<file path="config.mk">
export PLATFORM = sky130hd
export DESIGN_NAME = rcr_node
export DESIGN_NICKNAME = d
export VERILOG_FILES = /design/src/rtl/rcr_pkg.sv /design/src/rtl/rcr_lfsr.sv /design/src/rtl/rcr_timer.sv /design/src/rtl/rcr_fsm.sv /design/src/rtl/rcr_node.sv
export SDC_FILE = /design/constraint.sdc
export NUM_CORES = 1
export LEC_CHECK = 0
export BUFFER_PORTS_ARGS = -buffer_cell sky130_fd_sc_hd__buf_2
export CORE_MARGIN = 3
export CORE_UTILIZATION = 44
export DETAILED_ROUTE_END_ITERATION = 8
export GPL_ROUTABILITY_DRIVEN = 0
export HOLD_SLACK_MARGIN = 0.02
export SYNTH_ARGS = -nofsm -noshare
export SYNTH_HDL_FRONTEND = slang
export SYNTH_HIERARCHICAL = 1
export SYNTH_SLANG_ARGS = --single-unit
</file>
<file path="constraint.sdc">
create_clock -name clk -period 2.8 [get_ports clk]
set_clock_uncertainty 0.05 [all_clocks]
set_input_delay 0 -clock clk [delete_from_list [all_inputs] [get_ports clk]]
set_output_delay 0 -clock clk [all_outputs]
set_load 0.01 [all_outputs]
</file>
<file path="src/rtl/rcr_pkg.sv">
package rcr_pkg;

    typedef enum logic [1:0] {
        SYM_NONE = 2'b00,
        SYM_REQ  = 2'b01,
        SYM_ACK  = 2'b10,
        SYM_IDLE = 2'b11
    } sym_t;

    typedef enum logic [3:0] {
        ST_CONTEND,
        ST_RX_IDLE,
        ST_WREQ_FAST,
        ST_WREQ_SLOW,
        ST_WIDLE_FAST,
        ST_WIDLE_SLOW,
        ST_SEND_REQ,
        ST_ROOT,
        ST_CHILD
    } state_t;

endpackage

</file>
<file path="src/rtl/rcr_lfsr.sv">
module rcr_lfsr #(
    parameter int          W    = 16,
    parameter logic [W-1:0] SEED = 16'hACE1,
    parameter logic [W-1:0] TAPS = 16'hB400
) (
    input  logic clk,
    input  logic rst_n,
    output logic coin
);
    logic [W-1:0] q;
    logic         fb;

    assign fb   = ^(q & TAPS);
    assign coin = q[0];

    always_ff @(posedge clk or negedge rst_n) begin
        if (!rst_n) q <= SEED;
        else        q <= {q[W-2:0], fb};
    end
endmodule

</file>
<file path="src/rtl/rcr_timer.sv">
module rcr_timer #(
    parameter int SAT = 168,
    parameter int TW  = $clog2(SAT + 1)
) (
    input  logic          clk,
    input  logic          rst_n,
    input  logic          clr,
    input  logic          run,
    input  logic [TW-1:0] lim,
    output logic [TW-1:0] value
);
    localparam logic [TW-1:0] SAT_V = TW'(SAT);
    logic [TW-1:0] cap;

    assign cap = (lim > SAT_V) ? SAT_V : lim;

    always_ff @(posedge clk or negedge rst_n) begin
        if (!rst_n)                  value <= '0;
        else if (clr)                value <= '0;
        else if (run && value < cap) value <= value + 1'b1;
    end
endmodule

</file>
<file path="src/rtl/rcr_fsm.sv">
module rcr_fsm import rcr_pkg::*; #(
    parameter int FAST_MIN = 76,
    parameter int FAST_MAX = 85,
    parameter int SLOW_MIN = 159,
    parameter int SLOW_MAX = 167,
    parameter int TW       = 8
) (
    input  logic          clk,
    input  logic          rst_n,
    input  sym_t          rx,
    input  logic          coin,
    input  logic [TW-1:0] tmr,
    output logic          tmr_clr,
    output logic          tmr_run,
    output logic [TW-1:0] tmr_lim,
    output sym_t          tx,
    output state_t        state
);
    localparam logic [TW-1:0] FMIN_V = TW'(FAST_MIN);
    localparam logic [TW-1:0] FMAX_V = TW'(FAST_MAX);
    localparam logic [TW-1:0] SMIN_V = TW'(SLOW_MIN);
    localparam logic [TW-1:0] SMAX_V = TW'(SLOW_MAX);

    state_t        nxt;
    sym_t          tx_nxt;
    logic          slow;
    logic          due;
    logic [TW-1:0] wmin;

    assign slow    = (state == ST_WREQ_SLOW) || (state == ST_WIDLE_SLOW);
    assign wmin    = slow ? SMIN_V : FMIN_V;
    assign tmr_lim = slow ? SMAX_V : FMAX_V;
    assign due     = (tmr >= wmin);

    // state register
    always_ff @(posedge clk or negedge rst_n) begin
        if (!rst_n) state <= ST_CONTEND;
        else        state <= nxt;
    end

    // next-state and action decode
    always_comb begin
        nxt     = state;
        tx_nxt  = SYM_NONE;
        tmr_clr = 1'b0;
        tmr_run = 1'b0;
        unique case (state)
            ST_CONTEND: begin
                if (rx == SYM_IDLE) begin
                    nxt = ST_RX_IDLE;
                end else begin
                    tx_nxt  = SYM_IDLE;
                    tmr_clr = 1'b1;
                    nxt     = coin ? ST_WREQ_FAST : ST_WREQ_SLOW;
                end
            end
            ST_RX_IDLE: begin
                if (rx == SYM_REQ) begin
                    nxt = ST_CONTEND;
                end else begin
                    tx_nxt  = SYM_IDLE;
                    tmr_clr = 1'b1;
                    nxt     = coin ? ST_WIDLE_FAST : ST_WIDLE_SLOW;
                end
            end
            ST_WREQ_FAST, ST_WREQ_SLOW: begin
                if (rx == SYM_IDLE) begin
                    tmr_run = 1'b1;
                    nxt     = slow ? ST_WIDLE_SLOW : ST_WIDLE_FAST;
                end else if (due) begin
                    tx_nxt = SYM_ACK;
                    nxt    = ST_ROOT;
                end else begin
                    tmr_run = 1'b1;
                end
            end
            ST_WIDLE_FAST, ST_WIDLE_SLOW: begin
                if (rx == SYM_REQ) begin
                    tmr_run = 1'b1;
                    nxt     = slow ? ST_WREQ_SLOW : ST_WREQ_FAST;
                end else if (due) begin
                    tx_nxt = SYM_REQ;
                    nxt    = ST_SEND_REQ;
                end else begin
                    tmr_run = 1'b1;
                end
            end
            ST_SEND_REQ: begin
                if (rx == SYM_REQ)      nxt = ST_CONTEND;
                else if (rx == SYM_ACK) nxt = ST_CHILD;
            end
            ST_ROOT:  nxt = ST_ROOT;
            ST_CHILD: nxt = ST_CHILD;
            default:  nxt = ST_CONTEND;
        endcase
    end

    // registered output
    always_ff @(posedge clk or negedge rst_n) begin
        if (!rst_n) tx <= SYM_NONE;
        else        tx <= tx_nxt;
    end
endmodule

</file>
<file path="src/rtl/rcr_node.sv">
module rcr_node import rcr_pkg::*; #(
    parameter int          FAST_MIN = 76,
    parameter int          FAST_MAX = 85,
    parameter int          SLOW_MIN = 159,
    parameter int          SLOW_MAX = 167,
    parameter int          TMR_SAT  = 168,
    parameter int          RNG_W    = 16,
    parameter logic [15:0] RNG_SEED = 16'hACE1,
    parameter logic [15:0] RNG_TAPS = 16'hB400
) (
    input  logic       clk,
    input  logic       rst_n,
    input  logic [1:0] rx_sym,
    output logic [1:0] tx_sym,
    output logic       is_root,
    output logic       is_child
);
    localparam int TW = $clog2(TMR_SAT + 1);

    sym_t          rx_t;
    sym_t          tx_t;
    state_t        state;
    logic          coin;
    logic          tmr_clr;
    logic          tmr_run;
    logic [TW-1:0] tmr_lim;
    logic [TW-1:0] tmr;

    assign rx_t     = sym_t'(rx_sym);
    assign tx_sym   = tx_t;
    assign is_root  = (state == ST_ROOT);
    assign is_child = (state == ST_CHILD);

    rcr_lfsr #(
        .W    (RNG_W),
        .SEED (RNG_W'(RNG_SEED)),
        .TAPS (RNG_W'(RNG_TAPS))
    ) u_lfsr (
        .clk  (clk),
        .rst_n(rst_n),
        .coin (coin)
    );

    rcr_timer #(
        .SAT(TMR_SAT),
        .TW (TW)
    ) u_timer (
        .clk  (clk),
        .rst_n(rst_n),
        .clr  (tmr_clr),
        .run  (tmr_run),
        .lim  (tmr_lim),
        .value(tmr)
    );

    rcr_fsm #(
        .FAST_MIN(FAST_MIN),
        .FAST_MAX(FAST_MAX),
        .SLOW_MIN(SLOW_MIN),
        .SLOW_MAX(SLOW_MAX),
        .TW      (TW)
    ) u_fsm (
        .clk    (clk),
        .rst_n  (rst_n),
        .rx     (rx_t),
        .coin   (coin),
        .tmr    (tmr),
        .tmr_clr(tmr_clr),
        .tmr_run(tmr_run),
        .tmr_lim(tmr_lim),
        .tx     (tx_t),
        .state  (state)
    );
endmodule

</file>
==> results of run 1 <==
==> cells in the final DEF, fill, tap and decap left out, types with 3 or more instances in the layout <==
| master | count |
|---|---|
| nand4_1 | 5 |
| ha_1 | 10 |
| nor2_1 | 16 |
| a21oi_1 | 3 |
| nand3_1 | 4 |
| dfstp_2 | 8 |
| conb_1 | 3 |
| inv_1 | 5 |
| dfrtp_1 | 20 |
| clkbuf_8 | 6 |
| o211ai_1 | 5 |
| nand2_1 | 10 |
| a21oi_2 | 3 |
| buf_2 | 7 |
| nor2b_1 | 8 |
| mux2_4 | 5 |
| buf_4 | 14 |
| nand2b_1 | 4 |
| o21ai_0 | 4 |
==> worst max-delay path by stage <==
stage                         startpoint                to  slack [ps]  cells after the start
after detailed placement  u_fsm/state[1]  u_timer/value[5]         -50                     12
after CTS                 u_fsm/state[2]  u_timer/value[6]          10                     13
final                     u_fsm/state[1]  u_timer/value[3]          30                     10
after global routing      u_fsm/state[1]  u_timer/value[6]        -120                     12
after global placement    u_fsm/state[1]  u_timer/value[6]          20                     13
after floorplan           u_fsm/state[0]  u_timer/value[5]         -60                     12
==> per-stage QoR <==
stage               utilization [%]  hold slack [ps]  power [mW]  cells
floorplan                         -             -346        1.47    171
global placement               51.2            -3.17        1.64    227
detailed placement             51.2             4.29        1.70    227
CTS                            56.1              186        2.15    238
global route                   57.3              215        2.43    241
finish                         57.3              205        2.26    241
==> state kept, by name (all words and copies together), names as in the netlist <==
register / count
u_lfsr/q: 16
u_timer/value: 8
u_fsm/tx: 2
u_fsm/state: 4
==> timing repair <==
item	4_1_cts	5_1_grt
resized for setup	14	7
pin swaps	14	11
setup endpoints to repair	6	7
cloned	0	0
endpoints found under the hold margin	22	0
buffers inserted	2	3
hold buffers	1	0
==> kinds of logic after synthesis <==
family	count (synthesis)
AOI/OAI and AO/OA	30
xor gates and xnor gates	4
adders and majority gates	11
buffers and inverters	16
DFF	30
muxes	8
other	2
and+or+nand+nor	69
==> layout make-up <==
cell class	instances	area share, %
multi-input combinational	125	47.7
clock buffer	6	3.88
inverter	6	1.06
clock inverter	2	0.588
timing repair buffer	24	8.11
sequential	30	35.8
tap	48	2.82
==> power by group <==
group          internal (mW)  switching [mW]  leakage (nW)  total (mW)
Combinational          0.604           0.721         0.535        1.32
Sequential             0.503          0.0784         0.374       0.582
Clock                  0.197           0.160        0.0472       0.357
Total                   1.30           0.960         0.955        2.26
==> tightest hold or removal path, delay by kind of cell <==
kind / cells / cell delay, ps
AO/OA/AOI/OAI: 1 / 140
buffers and inverters: 1 / 90
AND/OR/NAND/NOR: 2 / 110
adder cells (fa/ha/maj): 1 / 150
==> Yosys cell counts, drive strengths merged, types with 2 or more instances <==
cell type / number / share of area (%)
a21o: 2 / 0.87
a21oi: 7 / 2.0
a31oi: 2 / 0.72
and4b: 2 / 1.2
buf: 9 / 3.8
conb: 2 / 0.43
dfrtp: 22 / 32
dfstp: 8 / 12
ha: 11 / 7.9
inv: 6 / 1.3
mux2: 7 / 4.8
nand2: 12 / 2.9
nand2b: 4 / 1.4
nand3: 5 / 1.4
nand4: 5 / 1.8
nor2: 17 / 3.8
nor2b: 8 / 2.9
nor3: 3 / 0.87
nor4: 2 / 0.72
nor4b: 3 / 1.9
o211ai: 5 / 2.2
o21ai: 7 / 2.0
o31ai: 3 / 2.1
xnor2: 2 / 1.0
xor2: 2 / 1.0
==> metal layers <==
layer  up-vias  part of all wire (%)  global-route usage, %
li1        638                     -                      -
met1       639                    46                   21.2
met2        39                    49                   28.0
met3        10                   3.5                   4.38
met4         0                   2.1                   8.03
met5         -                     0                      0
==> flow_summary.ini, run 1 <==
[worst_setup_path]
cp_slowest_cell = o31ai_4
start_kind = flip-flop
crit_type = reg2reg
cp.required_ps = 2910
critPathBufInv = 1
r2r_end = u_timer/value[3]
worst_path_largest_cell_delay_ps = 600
path_cells = xor2_4 -> nand2_4 -> buf_4 -> o21ai_1 -> nand2_1 -> ha_1 -> nand4_1 -> o31ai_4 -> nor3_2 -> mux2_1
reg2reg_depth = 10
cp-end-kind = flip-flop
cp_top_family = compound AO/OA/AOI/OAI gates
critPathArrivalTime_ps = 2880
reg2reg_slack_ps = 30
reg2reg_from = u_fsm/state[1]
cp_max_fo = 8

[global_routing]
grt_use_total_pct = 17.2
grt_max_degree = 31
antenna_found_initial = 0
grt_pass1_wl_um = 5870
gr-total-overflow = 0
grt_pass1_vias = 1281

[routing]
drc = 0
viasPerCell = 5.50
dr.pass1.iters = 4
drt_iter0_markers = 86
routed_wl_um = 3510
post_drt_wl_per_cell_um = 14.6
ant_nets = 0
num_vias = 1326

[logic_synthesis]
synth_compound_area_share_pct = 12.7
syn_area_per_cell_sq_um = 10.2
synthAdderAreaFrac_pct = 7.94
yosysUniqueCellTypes = 46
synth_warnings = 6
synth_flop_cell = dfrtp_1
synth_edf_count = 0
synth-seq-cells = 30
synth_area_sq_mm = 0.00173
synth_top_family_by_area = simple AND/OR/NAND/NOR gates
seq_area_frac_synth_pct = 43.9
yosys.area_share.simple_pct = 22.4
async_flop_share_pct = 100
syn_inst = 170
muxShareOfSynthArea_pct = 5.34
synthXorXnorAreaFrac_pct = 2.02

[sta]
slew_headroom_pct = 58.7
fin_crit_sh_pct = 98.8
rsz0062_at_grt = true
setup-tns-final_ps = 0
min_period_ps = 2770
report.final.slew_viol_count = 0
finalHoldViolations = 0
worst_slack_ps = 33.0
setup_viol_count_final = 0
fmax_ghz = 0.361
tightest_slew_ps = 619

[hold_path]
holdPathEnd = u_fsm/state[3]
hold_class = in2reg
worst_hold_path.num_cells = 5
hp-start = rx_sym[0]

[finish]
diodes = 0
num-fill-cells = 332
drive_gt1_share_pct = 35.2
layout.area.seq_sq_um = 763
multi_input_area_sq_mm = 0.00102
fin_area_sq_mm = 0.00213
nets = 207
syn2layout_area_growth_pct = 22.9

[placement]
place_area_sq_mm = 0.00190
hpwl_um = 2430
pre_cts_ws_ps = -46.6
io_buffers = 7

[floorplanning]
dieWidth_um = 68.8
design.core.area_sq_mm = 0.00372
ioPinCount = 8
initial_core_util_pct = 46.6
die_h_um = 68.8
die-area_sq_mm = 0.00473
num_rows = 22

[flow_run]
maxCapViolations = 0

[clock_network]
clock-sinks = 30
cts_max_path_buffers = 2
cts_buffers = 5
cts_tree = done
clk-insertion-delay-late_ps = 280
htreeDepth = 2
cts-root-buf = clkbuf_8
path_clk_slew_ps = 60

[power_and_ir_drop]
ir_worst_vdd_v = 0.000399
power.density_mw_per_mm2 = 1060
leakagePower_nw = 0.955

[run_status]
status = complete, no violations
(Power assumes the default switching activity.)
==> inputs of run 2 (changes only) <==
--- a/config.mk
+++ b/config.mk
@@ -5,7 +5,7 @@
 export SDC_FILE = /design/constraint.sdc
 export NUM_CORES = 1
 export LEC_CHECK = 0
-export BUFFER_PORTS_ARGS = -buffer_cell sky130_fd_sc_hd__buf_2
+export BUFFER_PORTS_ARGS = -buffer_cell sky130_fd_sc_hd__clkbuf_2
 export CORE_MARGIN = 3
 export CORE_UTILIZATION = 44
 export DETAILED_ROUTE_END_ITERATION = 8
==> run 2 against run 1 <==
  * Fmax is 0.18% lower
  * Non-clock buffer count is 4 lower
  * Sequential power is 4.0% higher
  * Critical endpoint is now u_timer/value[5]
  * Global-route usage hardly changed
  * Final cell count is 1.7% lower
  * Core utilization is 0.20 points lower
  * Register-to-register slack hardly changed
  * Clock power is 25% higher
  * First-iteration DRC count is 29% lower
  * Final area is 0.35% lower
  * Hold slack better by 16 ps
  * Largest power group unchanged
  * Critical path depth is 3 higher
==> flow_summary.ini, run 2 (same netlist as run 1, synthesis figures left out) <==
[finish]
instances_no_fill = 237
num-fill-cells = 313
largest-register = u_lfsr/q
fin_area_sq_mm = 0.00212
diodes = 0
utilization_pct = 57.1
drive_gt1_share_pct = 32.3
largestRegisters = u_lfsr/q x16, u_timer/value x8, u_fsm/state x4
multi_input_area_sq_mm = 0.00102
largest_reg_flops = 16
layout_commonest_cell = dfrtp_1
syn2layout_area_growth_pct = 22.5
nets = 203
layout.area.seq_sq_um = 763
final_cell_mix = 20 x dfrtp_1, 16 x nor2_1, 10 x buf_4, 10 x nand2_1, 9 x ha_1

[routing]
drt_iter0_markers = 61
routed_wl_um = 3530
ant_nets = 0
viasPerCell = 5.43
dr.pass1.iters = 4
num_vias = 1288
drc = 0
post_drt_wl_per_cell_um = 14.9

[global_routing]
grt_max_degree = 31
gr-total-overflow = 0
grt_pass1_vias = 1293
grt_use_total_pct = 17.2
grt_pass1_wl_um = 5930
antenna_found_initial = 0

[clock_network]
path_clk_slew_ps = 60
clk-insertion-delay-late_ps = 280
cts_tree = done
cts_buffers = 5
htreeDepth = 2
cts_max_path_buffers = 2
clock-sinks = 30
cts-root-buf = clkbuf_8

[placement]
hpwl_um = 2440
place_area_sq_mm = 0.00189
dpl.cell_count = 225
pre_cts_ws_ps = -47.9
io_buffers = 7

[floorplanning]
dieWidth_um = 68.8
die-area_sq_mm = 0.00473
ioPinCount = 8
num_rows = 22
die_h_um = 68.8
design.core.area_sq_mm = 0.00372
initial_core_util_pct = 46.6

[sta]
tightest_slew_ps = 702
fin_crit_sh_pct = 99.0
fmax_ghz = 0.361
finalHoldViolations = 0
setup-tns-final_ps = 0
rsz0062_at_grt = true
report.final.slew_viol_count = 0
hold_slack_ps = 220
worst_slack_ps = 28.1
setup_viol_count_final = 0
min_period_ps = 2770
slew_headroom_pct = 53.2

[power_and_ir_drop]
finalPower_mw = 2.29
power.density_mw_per_mm2 = 1080
ir_worst_vdd_v = 0.000546
leakagePower_nw = 0.944

[worst_setup_path]
reg2reg_from = u_fsm/state[1]
crit_path_end = u_timer/value[5]
r2r_end = u_timer/value[5]
start_kind = flip-flop
cp-end-kind = flip-flop
reg2reg_depth = 13
reg2reg_slack_ps = 30
critPathArrivalTime_ps = 2890
cp_max_fo = 8
startpoint = u_fsm/state[1]
cp.required_ps = 2910
crit_type = reg2reg

[flow_run]
maxCapViolations = 0

[hold_path]
hp-start = rx_sym[0]
hold_class = in2reg

[run_status]
status = complete, no violations
[run 2: per-layer routing]
metal | GRT usage, % | share of wire, % | vias to the layer above
li1 | - | - | 634
met4 | 8.76 | 1.6 | 0
met5 | 0 | 0 | -
met1 | 22.2 | 48 | 633
met3 | 3.89 | 2.2 | 5
met2 | 26.9 | 48 | 16
[run 2: layout make-up]
type                            count  area share (%)
Clock inverter                      1            1.42
Tap cell                           48            2.83
Clock buffer                        7            4.07
Inverter                            6            1.06
Multi-Input combinational cell    125            47.9
Timing Repair Buffer               20            6.72
Sequential cell                    30            36.0
[run 2: worst min-delay path by stage]
| stage | to | cells after the start |
|---|---|---|
| after detailed placement | u_lfsr/q[14] | 1 |
| after global placement | u_lfsr/q[12] | 1 |
| after global routing | u_fsm/state[3] | 5 |
| after CTS | u_fsm/state[3] | 5 |
| after floorplan | u_fsm/state[0] | 0 |
| final | u_fsm/state[3] | 5 |
[run 2: worst max-delay path, stage by stage, from the launching register on]
cell,delay (ps)
dfrtp_2,440
xor2_4,200
nand2_4,100
ha_4,240
a21oi_4,120
o21ai_2,80
o221ai_4,190
buf_6,130
o211ai_1,70
o31ai_1,80
nand4b_1,160
buf_6,180
nor4b_4,290
mux2_4,320
[run 2: report_power, final]
part / internal [mW] / switching, mW
clock: 0.290 / 0.155
sequential: 0.503 / 0.102
combinational: 0.563 / 0.679
total: 1.36 / 0.937
[run 2: timing repair]
action,in CTS,in global routing
setup endpoints to repair,5,7
hold endpoints to repair,22,0
hold buffers,1,0
pin swaps,3,15
buffers inserted,1,2
gates resized for setup,4,14
==> inputs of run 3 (changes only) <==
--- a/config.mk
+++ b/config.mk
@@ -5,8 +5,8 @@
 export SDC_FILE = /design/constraint.sdc
 export NUM_CORES = 1
 export LEC_CHECK = 0
-export BUFFER_PORTS_ARGS = -buffer_cell sky130_fd_sc_hd__clkbuf_2
-export CORE_MARGIN = 3
+export BUFFER_PORTS_ARGS = -buffer_cell sky130_fd_sc_hd__buf_2
+export CORE_MARGIN = 2
 export CORE_UTILIZATION = 44
 export DETAILED_ROUTE_END_ITERATION = 8
 export GPL_ROUTABILITY_DRIVEN = 0
==> run 3 against run 2 <==
  * The flow now finishes with violations (setup timing)
  * Global-route usage up 1.5 points
  * Clock power fell by 20%
  * Via count up 1.0%
  * Sequential power fell by 2%
  * Core utilization fell by 0.40 points
  * Wire length increased by 2.1%
  * Die area down 5.7%
  * Register-to-register slack lost 30 ps
  * First-iteration DRC count is 15% higher
  * Clock-buffer cell count fell by 1
  * Combinational power about the same
  * Critical endpoint unchanged
  * Highest routed layer is now met3
==> flow_summary.ini, run 3 (same netlist as run 1, synthesis figures left out) <==
[clock_network]
clock-sinks = 30
cts-root-buf = clkbuf_8
cts_tree = done
htreeDepth = 2
clk-insertion-delay-late_ps = 280
cts_max_path_buffers = 2
cts_buffers = 5
path_clk_slew_ps = 70

[routing]
num_vias = 1301
routed_wl_um = 3600
dr.pass1.iters = 4
viasPerCell = 5.47
drc = 0
ant_nets = 0
post_drt_wl_per_cell_um = 15.1
drt_iter0_markers = 70

[worst_setup_path]
cp.required_ps = 2910
cp_max_fo = 8
start_kind = flip-flop
crit_type = reg2reg
cp-end-kind = flip-flop
critPathArrivalTime_ps = 2910

[flow_run]
maxCapViolations = 0

[finish]
final_cell_mix = 21 x dfrtp_1, 16 x nor2_1, 11 x buf_4, 10 x nand2_1
nets = 204
num-fill-cells = 319
largest-register = u_lfsr/q
utilization_pct = 56.7
drive_gt1_share_pct = 33.2
syn2layout_area_growth_pct = 21.6
layout_commonest_cell = dfrtp_1
diodes = 0
instances_no_fill = 238
largest_reg_flops = 16
largestRegisters = u_lfsr/q x16, u_timer/value x8, u_fsm/state x4

[floorplanning]
dieWidth_um = 66.8
num_rows = 22
die-area_sq_mm = 0.00446
ioPinCount = 8
initial_core_util_pct = 46.6
design.core.area_sq_mm = 0.00372
die_h_um = 66.8

[sta]
finalHoldViolations = 0
setup_viol_count_final = 2
slew_headroom_pct = 58.0
worst_slack_ps = -5.75
rsz0062_at_grt = true
tightest_slew_ps = 630
fmax_ghz = 0.356
setup-tns-final_ps = -8.88
min_period_ps = 2810
fin_crit_sh_pct = 100
report.final.slew_viol_count = 0

[global_routing]
grt_pass1_wl_um = 6190
grt_max_degree = 31
grt_use_total_pct = 18.7
grt_pass1_vias = 1321
antenna_found_initial = 0
gr-total-overflow = 0

[run_status]
status = finished with violations
violations = setup timing

[power_and_ir_drop]
leakagePower_nw = 0.934
finalPower_mw = 2.22
ir_worst_vdd_v = 0.000540
power.density_mw_per_mm2 = 1050

[placement]
hpwl_um = 2500
io_buffers = 7
dpl.cell_count = 227

[hold_path]
hold_class = in2reg
run 3: cell count changes in the layout (fill, tap and decap cells not counted), sizes merged:
cell,previous run,this run
buf,12,20
bufinv,1,0
clkbuf,14,6
clkinv,0,1
clkinvlp,0,2
inv,6,5
run 3: final timing paths:
kind | startpoint | end | slack (ps) | cells after the start
worst max-delay path | u_fsm/state[1] | u_timer/value[5] | -6 | 13
worst min-delay path | rx_sym[0] | u_fsm/state[3] | 210 | 5
worst max register to register | u_fsm/state[1] | u_timer/value[5] | -6 | 13
worst min register to register | u_lfsr/q[3] | u_lfsr/q[4] | 300 | 0
max in group asynchronous | rst_n | u_fsm/state[1] | 2040 | 2
min in group asynchronous | rst_n | u_lfsr/q[1] | 220 | 2
run 3: power breakdown:
group          switching [mW]  total [mW]  internal, mW
registers              0.0897       0.591         0.501
logic                   0.703        1.27         0.567
clock network           0.159       0.356         0.197
run 3: what timing repair did:
| item | CTS | global route |
|---|---|---|
| gates resized for setup | 3 | 13 |
| gates cloned | 0 | 0 |
| pin swaps | 1 | 4 |
| endpoints found under the setup margin | 3 | 7 |
| hold buffers | 1 | 0 |
| buffers inserted | 1 | 1 |
| hold endpoints to repair | 22 | 0 |
run 3: stage by stage:
| stage | setup WS, ps | hold slack (ps) | instance area [sq um] |
|---|---|---|---|
| 2_1_floorplan | -62.0 | -346 | 1800 |
| 5_1_grt | -137 | 242 | 2110 |
| 3_3_place_gp | 35.3 | -7.42 | 1900 |
| 6_report | -5.75 | 208 | 2110 |
| 3_5_place_dp | -48.0 | -1.45 | 1900 |
| 4_1_cts | 2.55 | 200 | 2030 |
run 3: per-layer routing:
metal | global-route usage, % | part of all wire, % | vias to the layer above
met5 | 0 | 0 | -
met3 | 3.04 | 3.1 | 0
li1 | - | - | 637
met4 | 7.65 | 0 | 0
met2 | 29.8 | 51 | 26
met1 | 25.2 | 46 | 638
run 3: area by class of cell:
type,instances,area (sq um),area share (%)
multi-input combinational,125,1010,48.1
inverter,6,26.3,1.25
clock buffer,6,82.6,3.92
tap,48,60.1,2.85
timing repair buffer,21,150,7.13
clock inverter,2,12.5,0.594
sequential,30,762,36.2
run 3: critical path: stages (launching register included):
cell	delay [ps]
dfrtp_2	440
xor2_4	200
nand2_4	100
ha_4	250
a21oi_2	120
o21ai_2	80
o221ai_4	220
buf_6	130
o211ai_1	70
o31ai_1	90
nand4b_1	170
buf_6	180
nor4b_4	250
mux2_4	330
